--- config.mk ---
export PLATFORM = sky130hd
export DESIGN_NAME = ppw_window_top
export DESIGN_NICKNAME = d
export VERILOG_FILES = /design/src/rtl/ppw_pkg.sv /design/src/rtl/ppw_ctrl_reg.sv /design/src/rtl/ppw_rd_port.sv /design/src/rtl/ppw_window_cmp.sv /design/src/rtl/ppw_window_top.sv
export SDC_FILE = /design/constraint.sdc
export NUM_CORES = 1
export LEC_CHECK = 0
export BUFFER_PORTS_ARGS = -buffer_cell sky130_fd_sc_hd__buf_2
export CORE_ASPECT_RATIO = 0.8
export CORE_MARGIN = 3
export CORE_UTILIZATION = 37
export DETAILED_ROUTE_END_ITERATION = 6
export GPL_TIMING_DRIVEN = 0
export PLACE_DENSITY = 0.76
export SKIP_LAST_GASP = 1
export SLEW_MARGIN = 0
export SYNTH_ARGS = -nofsm -noshare
export SYNTH_HDL_FRONTEND = slang
export SYNTH_SLANG_ARGS = --single-unit
--- constraint.sdc ---
create_clock -name clk -period 1.6 [get_ports clk]
set_input_delay 0.16 -clock clk [delete_from_list [all_inputs] [get_ports clk]]
set_output_delay 0.16 -clock clk [all_outputs]
set_load 0.05 [all_outputs]
--- src/rtl/ppw_pkg.sv ---
package ppw_pkg;
  // Bit roles inside the control word
  localparam int EN_POS  = 15;
  localparam int RSV_POS = 14;

  // The two whole-word values the rules allow
  localparam logic [15:0] WIN_ON_VAL  = 16'h8FFB;
  localparam logic [15:0] WIN_OFF_VAL = 16'h0000;

  function automatic logic val_allowed(input logic [15:0] v);
    return (v == WIN_ON_VAL) || (v == WIN_OFF_VAL);
  endfunction
endpackage

--- src/rtl/ppw_ctrl_reg.sv ---
module ppw_ctrl_reg #(
  parameter int DATA_W = 16,
  parameter int RSV_BIT = 14
) (
  input  logic              clk,
  input  logic              rst,
  input  logic              wr_fire,
  input  logic [DATA_W-1:0] wdata,
  output logic [DATA_W-1:0] ctrl_q,
  output logic              bad_q
);
  localparam logic [DATA_W-1:0] RSV_MASK = DATA_W'(1) << RSV_BIT;

  always_ff @(posedge clk) begin
    if (rst) begin
      ctrl_q <= '0;
      bad_q  <= 1'b0;
    end else if (wr_fire) begin
      ctrl_q <= wdata & ~RSV_MASK;
      if (!ppw_pkg::val_allowed(wdata)) bad_q <= 1'b1;
    end
  end
endmodule

--- src/rtl/ppw_rd_port.sv ---
module ppw_rd_port #(
  parameter int DATA_W = 16,
  parameter int RSV_BIT = 14
) (
  input  logic              clk,
  input  logic              rst,
  input  logic              rd_fire,
  input  logic [DATA_W-1:0] ctrl_q,
  output logic [DATA_W-1:0] rdata
);
  localparam logic [DATA_W-1:0] RSV_MASK = DATA_W'(1) << RSV_BIT;

  always_ff @(posedge clk) begin
    if (rst) rdata <= '0;
    else     rdata <= rd_fire ? (ctrl_q & ~RSV_MASK) : '0;
  end
endmodule

--- src/rtl/ppw_window_cmp.sv ---
module ppw_window_cmp #(
  parameter int ADDR_W   = 28,
  parameter int BASE_LSB = 14,
  localparam int BASE_W  = ADDR_W - BASE_LSB
) (
  input  logic              clk,
  input  logic              rst,
  input  logic              enable,
  input  logic [BASE_W-1:0] base,
  input  logic              acc_valid,
  input  logic [ADDR_W-1:0] acc_addr,
  output logic              hit_q
);
  logic [BASE_W-1:0] bit_eq;

  for (genvar i = 0; i < BASE_W; i++) begin : g_eq
    assign bit_eq[i] = (acc_addr[BASE_LSB+i] == base[i]);
  end

  always_ff @(posedge clk) begin
    if (rst) hit_q <= 1'b0;
    else     hit_q <= acc_valid && enable && (&bit_eq);
  end
endmodule

--- src/rtl/ppw_window_top.sv ---
module ppw_window_top #(
  parameter int ADDR_W   = 28,
  parameter int DATA_W   = 16,
  parameter int BASE_LSB = 14,
  parameter logic [ADDR_W-1:0] CTRL_ADDR = 28'hFFFF064
) (
  input  logic              clk,
  input  logic              rst,
  input  logic              reg_valid,
  input  logic              reg_write,
  input  logic              reg_wide,
  input  logic [ADDR_W-1:0] reg_addr,
  input  logic [DATA_W-1:0] reg_wdata,
  output logic [DATA_W-1:0] reg_rdata,
  input  logic              acc_valid,
  input  logic [ADDR_W-1:0] acc_addr,
  output logic              win_hit,
  output logic              bad_write
);
  localparam int BASE_W = ADDR_W - BASE_LSB;

  logic              addr_match;
  logic              wr_fire;
  logic              rd_fire;
  logic [DATA_W-1:0] ctrl_q;

  assign addr_match = reg_valid && reg_wide && (reg_addr == CTRL_ADDR);
  assign wr_fire    = addr_match && reg_write;
  assign rd_fire    = addr_match && !reg_write;

  ppw_ctrl_reg #(.DATA_W(DATA_W), .RSV_BIT(ppw_pkg::RSV_POS)) u_reg (
    .clk(clk), .rst(rst), .wr_fire(wr_fire), .wdata(reg_wdata),
    .ctrl_q(ctrl_q), .bad_q(bad_write)
  );

  ppw_rd_port #(.DATA_W(DATA_W), .RSV_BIT(ppw_pkg::RSV_POS)) u_rd (
    .clk(clk), .rst(rst), .rd_fire(rd_fire), .ctrl_q(ctrl_q), .rdata(reg_rdata)
  );

  ppw_window_cmp #(.ADDR_W(ADDR_W), .BASE_LSB(BASE_LSB)) u_cmp (
    .clk(clk), .rst(rst), .enable(ctrl_q[ppw_pkg::EN_POS]),
    .base(ctrl_q[BASE_W-1:0]), .acc_valid(acc_valid), .acc_addr(acc_addr),
    .hit_q(win_hit)
  );
endmodule

# Word level (Yosys, flattened, before mapping)
# Index checks and enable logic that the tools add are counted.
classes:
  n_eq_ne: 16
  n_bitwise: 2
  reduce_logical: 12
ops:
  columns: ["cell", "count"]
  rows:
  - ["== test 28 bit, second input constant", 1]
  - ["== test 16 bit, second input constant", 1]
  - ["zero test 16 bit", 1]
  - ["== test 1 bit", 14]
  - ["AND reduction 14 bit", 1]
  - ["logical AND 1 bit", 6]
  - ["inverter 1 bit", 2]
  - ["AND reduction 2 bit", 1]
  - ["OR reduction 2 bit", 1]
  - ["zero test 1 bit", 1]
  - ["logical OR 1 bit", 1]
totals:
  ff_bits: 33
  in_bits: 78
  out_inout_bits: 18
  elab_cells: 35

# Longest topological paths before layout
# Gate-level depths: netlist (run 1).
depth:
  word_depth: 5
  depth_mapped: 6
  ltp_nobuf: 4

# Modules after synthesis
# Synthesis (run 1) repeated with hierarchy kept, for this count alone.
hier_totals:
  cells_unflattened: 132
  hier_area_um2: 1402.6
modules_own_cells:
  columns: ["module", "n_inst", "cells_per_inst", "area_each_um2", "seq_area_each_um2"]
  rows:
  - ["ppw_ctrl_reg", 1, 64, 639.4, 320.3]
  - ["ppw_rd_port", 1, 34, 467.9, 300.3]
  - ["ppw_window_cmp", 1, 21, 187.7, 20.0]
  - ["ppw_window_top", 1, 13, 107.6, 0.0]

# Worst setup path before layout (run 1)
# OpenSTA, ideal clock, no wires.
synth_timing:
  path_type: "input port to flip-flop"
  startpoint: "input port reg_addr[3]"
  endpoint: "register u_rd.rdata[10]"
  setup_ns: 0.059
  arrival_ns: 1.537
  t_required_ns: 1.541
  slack_ns: 0.005
  cell_stages: 6
  path_buffers: 2
  path_cell_list: "nand4bb_1 > or4_1 > buf_2 > nor4_4 > buf_6 > and2_1"
synth_via:
  elab_chain_len: 5
synth_lines:
  columns: ["item", "line", "source"]
  rows:
  - ["start: declaration", "ppw_window_top.sv:12", "input logic [ADDR_W-1:0] reg_addr,"]
  - ["== test 28 bit", "ppw_window_top.sv:27", "assign addr_match = reg_valid && reg_wide && (reg_addr == CTRL_ADDR);"]
  - ["logical AND 1 bit", "ppw_window_top.sv:27", null]
  - ["logical AND 1 bit", "ppw_window_top.sv:29", "assign rd_fire = addr_match && !reg_write;"]
  - ["inverter 1 bit (no line)", null, null]
  - ["OR reduction 2 bit (no line)", null, null]
  - ["end signal: assignment", "ppw_rd_port.sv:15", "else rdata <= rd_fire ? (ctrl_q & ~RSV_MASK) : '0;"]
  - ["end: declaration", "ppw_rd_port.sv:9", "output logic [DATA_W-1:0] rdata"]
# Every way passes these cells.
# A chain may end at the register's enable or synchronous reset.

# Worst setup path in the final report (run 1)
layout_timing:
  startpoint: "input port reg_addr[1]"
  endpoint: "register u_rd.rdata[3]"
# Same word-level chain as after synthesis.

==> flow_metrics.tcl, run 1 <==
set metrics [dict create \
    status "finished, final reports clean" \
    yosys.area.top_type_share 0.462 \
    final_cells 285 \
    grt.total_usage 0.173 \
    clk_latency_ps 290 \
    synthCells 151 \
    top_level_ports 96 \
    syn_nets 229 \
    finish.utilization 0.580 \
    cts_sinks 32 \
    top_layer "met4" \
    die_x_um 74.4 \
    dr_wl_met2_um 1620 \
    worstPathRequired_ps 1830 \
    pre_cts_ws_ps -265 \
    rows 19 \
    grt_remaining_overflow 0 \
    critPathKind "in2reg" \
    hold_path.class "in2reg" \
    synth-main-ff-cell "dfxtp_1" \
    diodes 0 \
    hpwl_um 2910 \
    worstPathArrival_ps 1830 \
    fin_skew_ps 5.20 \
    max_cap_viol_count 0 \
    final_nets 320 \
    crit_slowest_cell "or4_1" \
    dp_cells 272 \
    htree_levels 2 \
    antenna_left 0 \
    critPathCaptureType "flop" \
    whs_ps 151 \
    yosys-top-cells-area "dfxtp_1, and2_1, nand3_1" \
    min_period_over_period 0.998 \
    rsz0062_at_grt "yes" \
    async_flop_share 0 \
    synth.most_common_cell "dfxtp_1" \
    clock.fmax_ghz 0.626 \
    synth_top_cell_by_area "dfxtp_1" \
    remaining_drc_errors 0 \
    grt_pass1_vias 1325 \
    layout-drive-gt1-share 0.428 \
    yosys.cell_types.count 28 \
    critPathMaxStageDelay_ps 560 \
    synth_area_per_cell_um2 9.18 \
    portBuffers 79 \
    crit_chain "buf_6 > nand4b_1 > or4_1 > buf_6 > nor4_4 > buf_2 > and2_1" \
    critical_path.top_delay_family "simple AND/OR/NAND/NOR gates" \
    p_per_area_mw_per_mm2 836 \
    clockBufferDepth 2 \
    crit_path_frequent_cell "buf_6" \
    fin_ws_ps 3.78 \
    core_mm2 0.00352 \
    syn_area_mm2 0.00139 \
    root_buffer "clkbuf_8" \
    fp.dieH_um 60.8 \
    cts_tree "built" \
    worstMarginPinSlew_ps 506 \
    setup_viol_count_final 0 \
    drv_slew 0 \
    die-area_mm2 0.00452 \
    viasPerCell 4.89 \
    grt_pass1_wl_um 5870 \
    fillCellCount 328 \
    period_needed_ps 1600 \
    place.gp.congestion 0.803 \
    crit_buf_inv 3 \
    initial_core_util 0.394 \
    cp-start-kind "input port" \
    leakage_nw 0.889 \
    synth_edf_count 0 \
    antenna_found_initial 0 \
    ys_ff_latch 32 \
    cts_hold_buffers 0 \
    first_pass_iters 4 \
    ys_seq_area_frac 0.462 \
    hold_viol 0 \
    crit_fanout 7 \
    avgRoutedWirePerCell_um 13.2 \
    vdd_drop_max_v 0.000369 \
    grt_max_degree 12 \
    cts_buffers 5 \
    vias 1394 \
    drt_iter0_drc 34 \
    syn2layout_area_growth_pct 47.3 \
    slew_headroom 0.660 \
    clk_pin_slew_worst_paths_ps 70 \
    wl_met1_um 1780 \
    wl_met3_um 305 \
    drt_wl_total_um 3750 \
    synth_common_cells "dfxtp_1, nand3_1, a21oi_1" \
    ys.warnings.count 0 \
]
## state kept, by name (all words and copies together), names as in the netlist
register / flops
u_cmp.hit_q: 1
u_rd.rdata: 15
u_reg.bad_q: 1
u_reg.ctrl_q: 15
## layout make-up
| cell class | count | area [um2] | area share |
|---|---|---|---|
| Multi-Input combinational cell | 109 | 729 | 0.357 |
| Sequential cell | 32 | 641 | 0.314 |
| Timing Repair Buffer | 84 | 449 | 0.220 |
| Clock buffer | 5 | 68.8 | 0.0337 |
| Buffer | 10 | 58.8 | 0.0288 |
| Tap cell | 42 | 52.6 | 0.0257 |
| Clock inverter | 3 | 42.5 | 0.0208 |
## worst register-to-register path, delay by kind of cell, from the launching register on
kind | cells | cell delay (ps)
xor gates and xnor gates | 1 | 160
DFF | 1 | 330
and+or+nand+nor | 3 | 620
## metal layers
layer,track usage,vias up
li1,-,725
met1,0.244,602
met2,0.258,60
met3,0.0430,7
met4,0.0609,0
met5,0,-
## logic make-up after synthesis
kind of cell,Yosys count,share of synthesized area
buf+inv,10,0.0379
xor+xnor,14,0.0884
other cells,1,0.00270
flops,32,0.462
compound gates,32,0.118
simple gates,62,0.291
## worst paths after layout
check / from / end / slack (ps) / depth (start not counted)
worst min register to register: u_reg.bad_q / u_reg.bad_q / 490 / 2
worst max register to register: u_reg.ctrl_q[7] / u_cmp.hit_q / 420 / 4
worst min-delay path: reg_wdata[11] / u_reg.ctrl_q[11] / 150 / 3
worst max-delay path: reg_addr[1] / u_rd.rdata[3] / 4 / 7
## cells in the final DEF, fill, tap and decap left out, drive strengths merged
cell | synthesis | layout
nor2b | 1 | 1
o41ai | 1 | 1
or4 | 2 | 2
nand4b | 2 | 2
clkinv | 0 | 1
nor4 | 6 | 6
xnor2 | 9 | 9
and3b | 1 | 1
xor2 | 5 | 5
a21oi | 16 | 16
o21ai | 15 | 15
nor4b | 1 | 1
nand3 | 17 | 17
nor3 | 2 | 2
clkbuf | 5 | 10
or3 | 1 | 1
nand2b | 1 | 1
conb | 1 | 1
and4b | 1 | 1
nand4 | 8 | 8
clkinvlp | 0 | 1
bufinv | 0 | 1
nand4bb | 1 | 1
nand2 | 1 | 1
and2 | 15 | 15
and4 | 2 | 2
buf | 5 | 89
dfxtp | 32 | 32
## per-stage QoR
step	TNS (ps)	area, um2	total power [W]
5_1_grt	-357	2040	0.00175
2_1_floorplan	0	1390	0.000855
6_report	0	2040	0.00171
3_5_place_dp	-5280	1830	0.000949
4_1_cts	0	1950	0.00170
3_3_place_gp	-4770	1830	0.000948
## report_power, final
| group | switching (W) | total, W | internal [W] |
|---|---|---|---|
| logic | 0.0000629 | 0.000145 | 0.0000822 |
| registers | 0.000000000000297 | 0.000796 | 0.000796 |
| clock network | 0.000306 | 0.000766 | 0.000460 |
## what timing repair did
item	4_1_cts	5_1_grt
gates resized for setup	0	13
buffers inserted	0	4
setup endpoints to repair	0	21
Note: power is estimated with default switching activity, not from simulation.
==> run 2, diff against run 1 <==
--- a/config.mk
+++ b/config.mk
@@ -11,7 +11,7 @@
 export CORE_UTILIZATION = 37
 export DETAILED_ROUTE_END_ITERATION = 6
 export GPL_TIMING_DRIVEN = 0
-export PLACE_DENSITY = 0.76
+export PLACE_DENSITY_LB_ADDON = 0.2
 export SKIP_LAST_GASP = 1
 export SLEW_MARGIN = 0
 export SYNTH_ARGS = -nofsm -noshare
==> run 2 against run 1 <==
  * First-iteration DRC count is 15% higher
  * Register-to-register slack got worse by 40 ps
  * Sequential cell count unchanged
  * Worst hold slack worse by 0.77 ps
  * Cell count did not move
  * Largest power group unchanged
==> flow_metrics.tcl, run 2 (same netlist as run 1, synthesis figures left out) <==
set metrics [dict create \
    status "finished, final reports clean" \
    power.switching_w 0.000354 \
    max_cap_viol_count 0 \
    rsz0062_at_grt "yes" \
    leakage_nw 0.882 \
    htree_levels 2 \
    fp.dieH_um 60.8 \
    grt_pass1_wl_um 5420 \
    clock.fmax_ghz 0.638 \
    remaining_drc_errors 0 \
    fin_skew_ps 3.21 \
    crit_fanout 7 \
    drt_wl_total_um 3680 \
    die_x_um 74.4 \
    crit_slowest_cell "or4_4" \
    final_nets 320 \
    clk_pin_slew_worst_paths_ps 70 \
    fin_ws_ps 31.9 \
    setup_viol_count_final 0 \
    clockBufferDepth 2 \
    crit_path_frequent_cell "buf_6" \
    root_buffer "clkbuf_8" \
    critical_path.top_delay_family "simple AND/OR/NAND/NOR gates" \
    rrSetupSlack_ps 380 \
    worstPathArrival_ps 1800 \
    crit_chain "buf_6 > nand4bb_4 > or4_4 > buf_6 > nor4_4 > buf_4 > buf_6 > and2_4" \
    layout-drive-gt1-share 0.424 \
    viasPerCell 4.94 \
    cts_buffers 5 \
    critPathKind "in2reg" \
    syn2layout_area_growth_pct 45.8 \
    crit_buf_inv 4 \
    min_period_over_period 0.980 \
    cts_sinks 32 \
    grt_pass1_vias 1212 \
    p_clk_frac 0.403 \
    hold_path.class "in2reg" \
    cp-start-kind "input port" \
    drt_iter0_drc 39 \
    top_level_ports 96 \
    hpwl_um 2800 \
    critPathMaxStageDelay_ps 520 \
    switching_share 0.225 \
    pwr-share-comb 0.091 \
    die-area_mm2 0.00452 \
    drv_slew 0 \
    period_needed_ps 1570 \
    pwr-share-seq 0.506 \
    antenna_left 0 \
    layout_commonest_cell "buf_2" \
    reg.largest.list "u_rd.rdata: 15 flops, u_reg.ctrl_q: 15 flops" \
    antenna_found_initial 0 \
    slew_headroom 0.666 \
    avgRoutedWirePerCell_um 12.9 \
    initial_core_util 0.394 \
    rows 19 \
    place.gp.congestion 0.874 \
    power_w 0.00157 \
    p_int_w 0.00122 \
    grt.total_usage 0.164 \
    layout_common_cells "buf_2, dfxtp_1, nand3_1" \
    hold_viol 0 \
    vdd_drop_max_v 0.000337 \
    p_per_area_mw_per_mm2 779 \
    pre_cts_ws_ps -232 \
    grt_remaining_overflow 0 \
    critPathCaptureType "flop" \
    grt_max_degree 11 \
    diodes 0 \
    vias 1409 \
    cts_hold_buffers 0 \
    worstPathRequired_ps 1830 \
    r2r-start "u_reg.ctrl_q[7]" \
    first_pass_iters 4 \
    min_from "reg_wdata[13]" \
    portBuffers 79 \
    startpoint "reg_addr[0]" \
    worstMarginPinSlew_ps 502 \
    clk_latency_ps 280 \
    core_mm2 0.00352 \
    cts_tree "built" \
]
-- run 2: layout make-up --
cell class,count,area (um2)
flip-flops and latches,32,641
clock inverters,2,10.0
repair buffers,84,449
clock buffers,6,82.6
plain buffers,10,58.8
multi-input cells,109,728
well taps,42,52.6
fillers,337,1500
-- run 2: metrics by stage --
| stage | hold WS, ps | setup TNS (ps) | cell area (um2) | cells | util |
|---|---|---|---|---|---|
| floorplan | 312 | 0 | 1390 | 151 | - |
| detailed placement | 446 | -4760 | 1830 | 272 | 0.521 |
| finish | 150 | 0 | 2020 | 285 | 0.575 |
| global placement | 446 | -5290 | 1830 | 272 | 0.521 |
| CTS | 143 | 0 | 1930 | 280 | 0.548 |
| global route | 162 | -255 | 2020 | 285 | 0.575 |
-- run 2: worst reg2reg max path, stage by stage (launching register included) --
cell	delay, ps
dfxtp_1	330
xor2_1	160
nor4_1	340
nand4_1	140
nor3_1	190
-- run 2: path summary, 6_finish.rpt --
| kind | endpoint | cells after the start |
|---|---|---|
| max | u_rd.rdata[15] | 8 |
| min reg2reg | u_reg.bad_q | 2 |
| min | u_reg.ctrl_q[13] | 3 |
| max reg2reg | u_cmp.hit_q | 4 |
-- run 2: what timing repair did --
action                                  in CTS  in global routing
endpoints found under the setup margin       0                 23
setup buffers                                0                  4
resized for setup                            0                 12
-- run 2: power by group through the flow --
stage	Sequential (W)	Combinational (W)	Clock, W
3_3_place_gp	0.000814	0.000132	0
5_1_grt	0.000796	0.000158	0.000676
3_5_place_dp	0.000814	0.000133	0
4_1_cts	0.000796	0.000133	0.000651
6_report	0.000796	0.000144	0.000634
2_1_floorplan	0.000814	0.0000410	0
-- run 2: layer usage --
metal,vias to the layer above,wire (um),global-route usage
li1,732,-,-
met1,607,1770,0.238
met2,63,1480,0.212
met3,7,360,0.0513
met4,0,76,0.0914
met5,-,0,0
==> run 3, diff against run 2 <==
--- a/config.mk
+++ b/config.mk
@@ -16,4 +16,5 @@
 export SLEW_MARGIN = 0
 export SYNTH_ARGS = -nofsm -noshare
 export SYNTH_HDL_FRONTEND = slang
+export SYNTH_HIERARCHICAL = 1
 export SYNTH_SLANG_ARGS = --single-unit
==> run 3 against run 2 <==
  * Clock power is 17% higher
  * Sequential cell count stayed put
  * Setup slack better by 30 ps
  * Power is 7.3% higher
  * Clock skew is 2.7 ps higher
  * Fmax is 1.9% higher
  * Cell count is 7.4% lower
  * Non-clock buffer count is 3 lower
  * Critical path depth stayed put
  * Sequential share of layout area is 0.37 points lower
  * Worst hold slack worse by 15 ps
  * Register-to-register slack better by 160 ps
  * Largest cell class unchanged
  * Largest power group unchanged
  * Highest routed layer unchanged
==> flow_metrics.tcl, run 3 <==
set metrics [dict create \
    p_per_area_mw_per_mm2 826 \
    clk_latency_ps 280 \
    grt_max_degree 11 \
    drv_slew 0 \
    reg2reg_depth 3 \
    crit_fanout 10 \
    layout-drive-gt1-share 0.491 \
    max_cap_viol_count 0 \
    clockBufferDepth 2 \
    place.gp.congestion 0.793 \
    reg.largest.list "u_rd/rdata: 15 flops, u_reg/ctrl_q: 15 flops" \
    hold_path.class "in2reg" \
    critPathKind "in2reg" \
    worstPathArrival_ps 1690 \
    rows 19 \
    final_cells 264 \
    drt_wl_total_um 3570 \
    clock.fmax_ghz 0.650 \
    cp-start-kind "input port" \
    leakage_nw 0.952 \
    core_mm2 0.00352 \
    die-area_mm2 0.00454 \
    die_x_um 74.6 \
    initial_core_util 0.395 \
    vias 1301 \
    avgRoutedWirePerCell_um 13.5 \
    antenna_left 0 \
    critical_path.top_delay_family "simple AND/OR/NAND/NOR gates" \
    synth_area_per_cell_um2 10.7 \
    antenna_found_initial 0 \
    worstPathRequired_ps 1760 \
    crit_chain "buf_2 > nand4b_1 > or4_4 > nor4_4 > buf_4 > buf_8 > mux2i_1 > nor2_1" \
    hpwl_um 2900 \
    synthCells 130 \
    cts_sinks 32 \
    timing.rr.end "u_cmp/hit_q" \
    drt_iter0_drc 43 \
    diodes 0 \
    vdd_drop_max_v 0.000496 \
    top_level_ports 96 \
    rrSetupSlack_ps 540 \
    min_period_over_period 0.962 \
    htree_levels 2 \
    grt_remaining_overflow 0 \
    r2r-start "u_reg/ctrl_q[3]" \
    syn_area_mm2 0.00139 \
    critPathMaxStageDelay_ps 530 \
    fp.dieH_um 60.8 \
    fin_setup_tns_ps 0 \
    grt_pass1_vias 1247 \
    cp-endpoint "u_reg/ctrl_q[6]" \
    clk_pin_slew_worst_paths_ps 70 \
    remaining_drc_errors 0 \
    status "finished, final reports clean" \
    hold_viol 0 \
    fin_skew_ps 5.93 \
    crit_buf_inv 3 \
    syn_nets 208 \
    final_nets 299 \
    viasPerCell 4.93 \
    cts_tree "built" \
    root_buffer "clkbuf_8" \
    crit_cells 8 \
    startpoint "reg_addr[1]" \
    layout_common_cells "buf_2, dfxtp_1, nor2_1" \
    syn2layout_area_growth_pct 47.0 \
    layout_commonest_cell "buf_2" \
    crit_slowest_cell "or4_4" \
    grt_pass1_wl_um 5530 \
    setup_viol_count_final 0 \
    whs_ps 135 \
    dp_cells 252 \
    ys.warnings.count 6 \
    rsz0062_at_grt "yes" \
    first_pass_iters 4 \
    period_needed_ps 1540 \
    portBuffers 80 \
    critPathCaptureType "flop" \
    cts_buffers 5 \
    grt.total_usage 0.161 \
]
==> run 3: per-layer routing <==
metal  GRT usage  routed length (um)  vias up
met5           0                   0        -
met4      0.0533                  38        0
met3      0.0315                 242        5
met2       0.284                1830       54
met1       0.198                1460      589
li1            -                   -      653
==> run 3: worst min path at each step <==
stage	startpoint	to	depth (start not counted)
after detailed placement	reg_wdata[12]	u_reg/ctrl_q[12]	3
after floorplan	reg_wdata[0]	u_reg/ctrl_q[0]	2
final	reg_wdata[12]	u_reg/ctrl_q[12]	3
after global placement	reg_wdata[12]	u_reg/ctrl_q[12]	3
after CTS	reg_wdata[12]	u_reg/ctrl_q[12]	3
after global routing	reg_wdata[4]	u_reg/ctrl_q[4]	3
==> run 3: cell type report <==
cell class              count  area, um2
fillers                   309       1470
multi-input cells          90        751
flip-flops and latches     32        641
repair buffers             84        430
clock buffers               6       72.6
plain buffers               7       60.1
well taps                  42       52.6
clock inverters             2       35.0
inverters                   1       3.75
==> run 3: per-stage QoR <==
| stage | total power, W | area [um2] | worst slack (ps) | util |
|---|---|---|---|---|
| 2_1_floorplan | 0.000865 | 1420 | -56.2 | - |
| 3_3_place_gp | 0.000962 | 1870 | -313 | 0.532 |
| 3_5_place_dp | 0.000965 | 1870 | -321 | 0.532 |
| 4_1_cts | 0.00170 | 2000 | 46.1 | 0.570 |
| 5_1_grt | 0.00176 | 2050 | -13.8 | 0.581 |
| 6_report | 0.00169 | 2050 | 61.5 | 0.581 |
==> run 3: what timing repair did <==
action | 4_1_cts | 5_1_grt
buffers inserted | 2 | 2
setup endpoints to repair | 12 | 26
hold buffers | 0 | 0
pin swaps | 0 | 3
gates resized for setup | 1 | 4
==> run 3: power breakdown <==
| part | switching [W] | total, W | internal, W |
|---|---|---|---|
| logic | 0.0000677 | 0.000153 | 0.0000856 |
| registers | 0.000000000000244 | 0.000797 | 0.000797 |
| clock network | 0.000279 | 0.000740 | 0.000461 |
==> run 3: worst min-delay path, stage by stage <==
cell     delay, ps
buf_2           90
mux2i_1         60
nor2_1          70
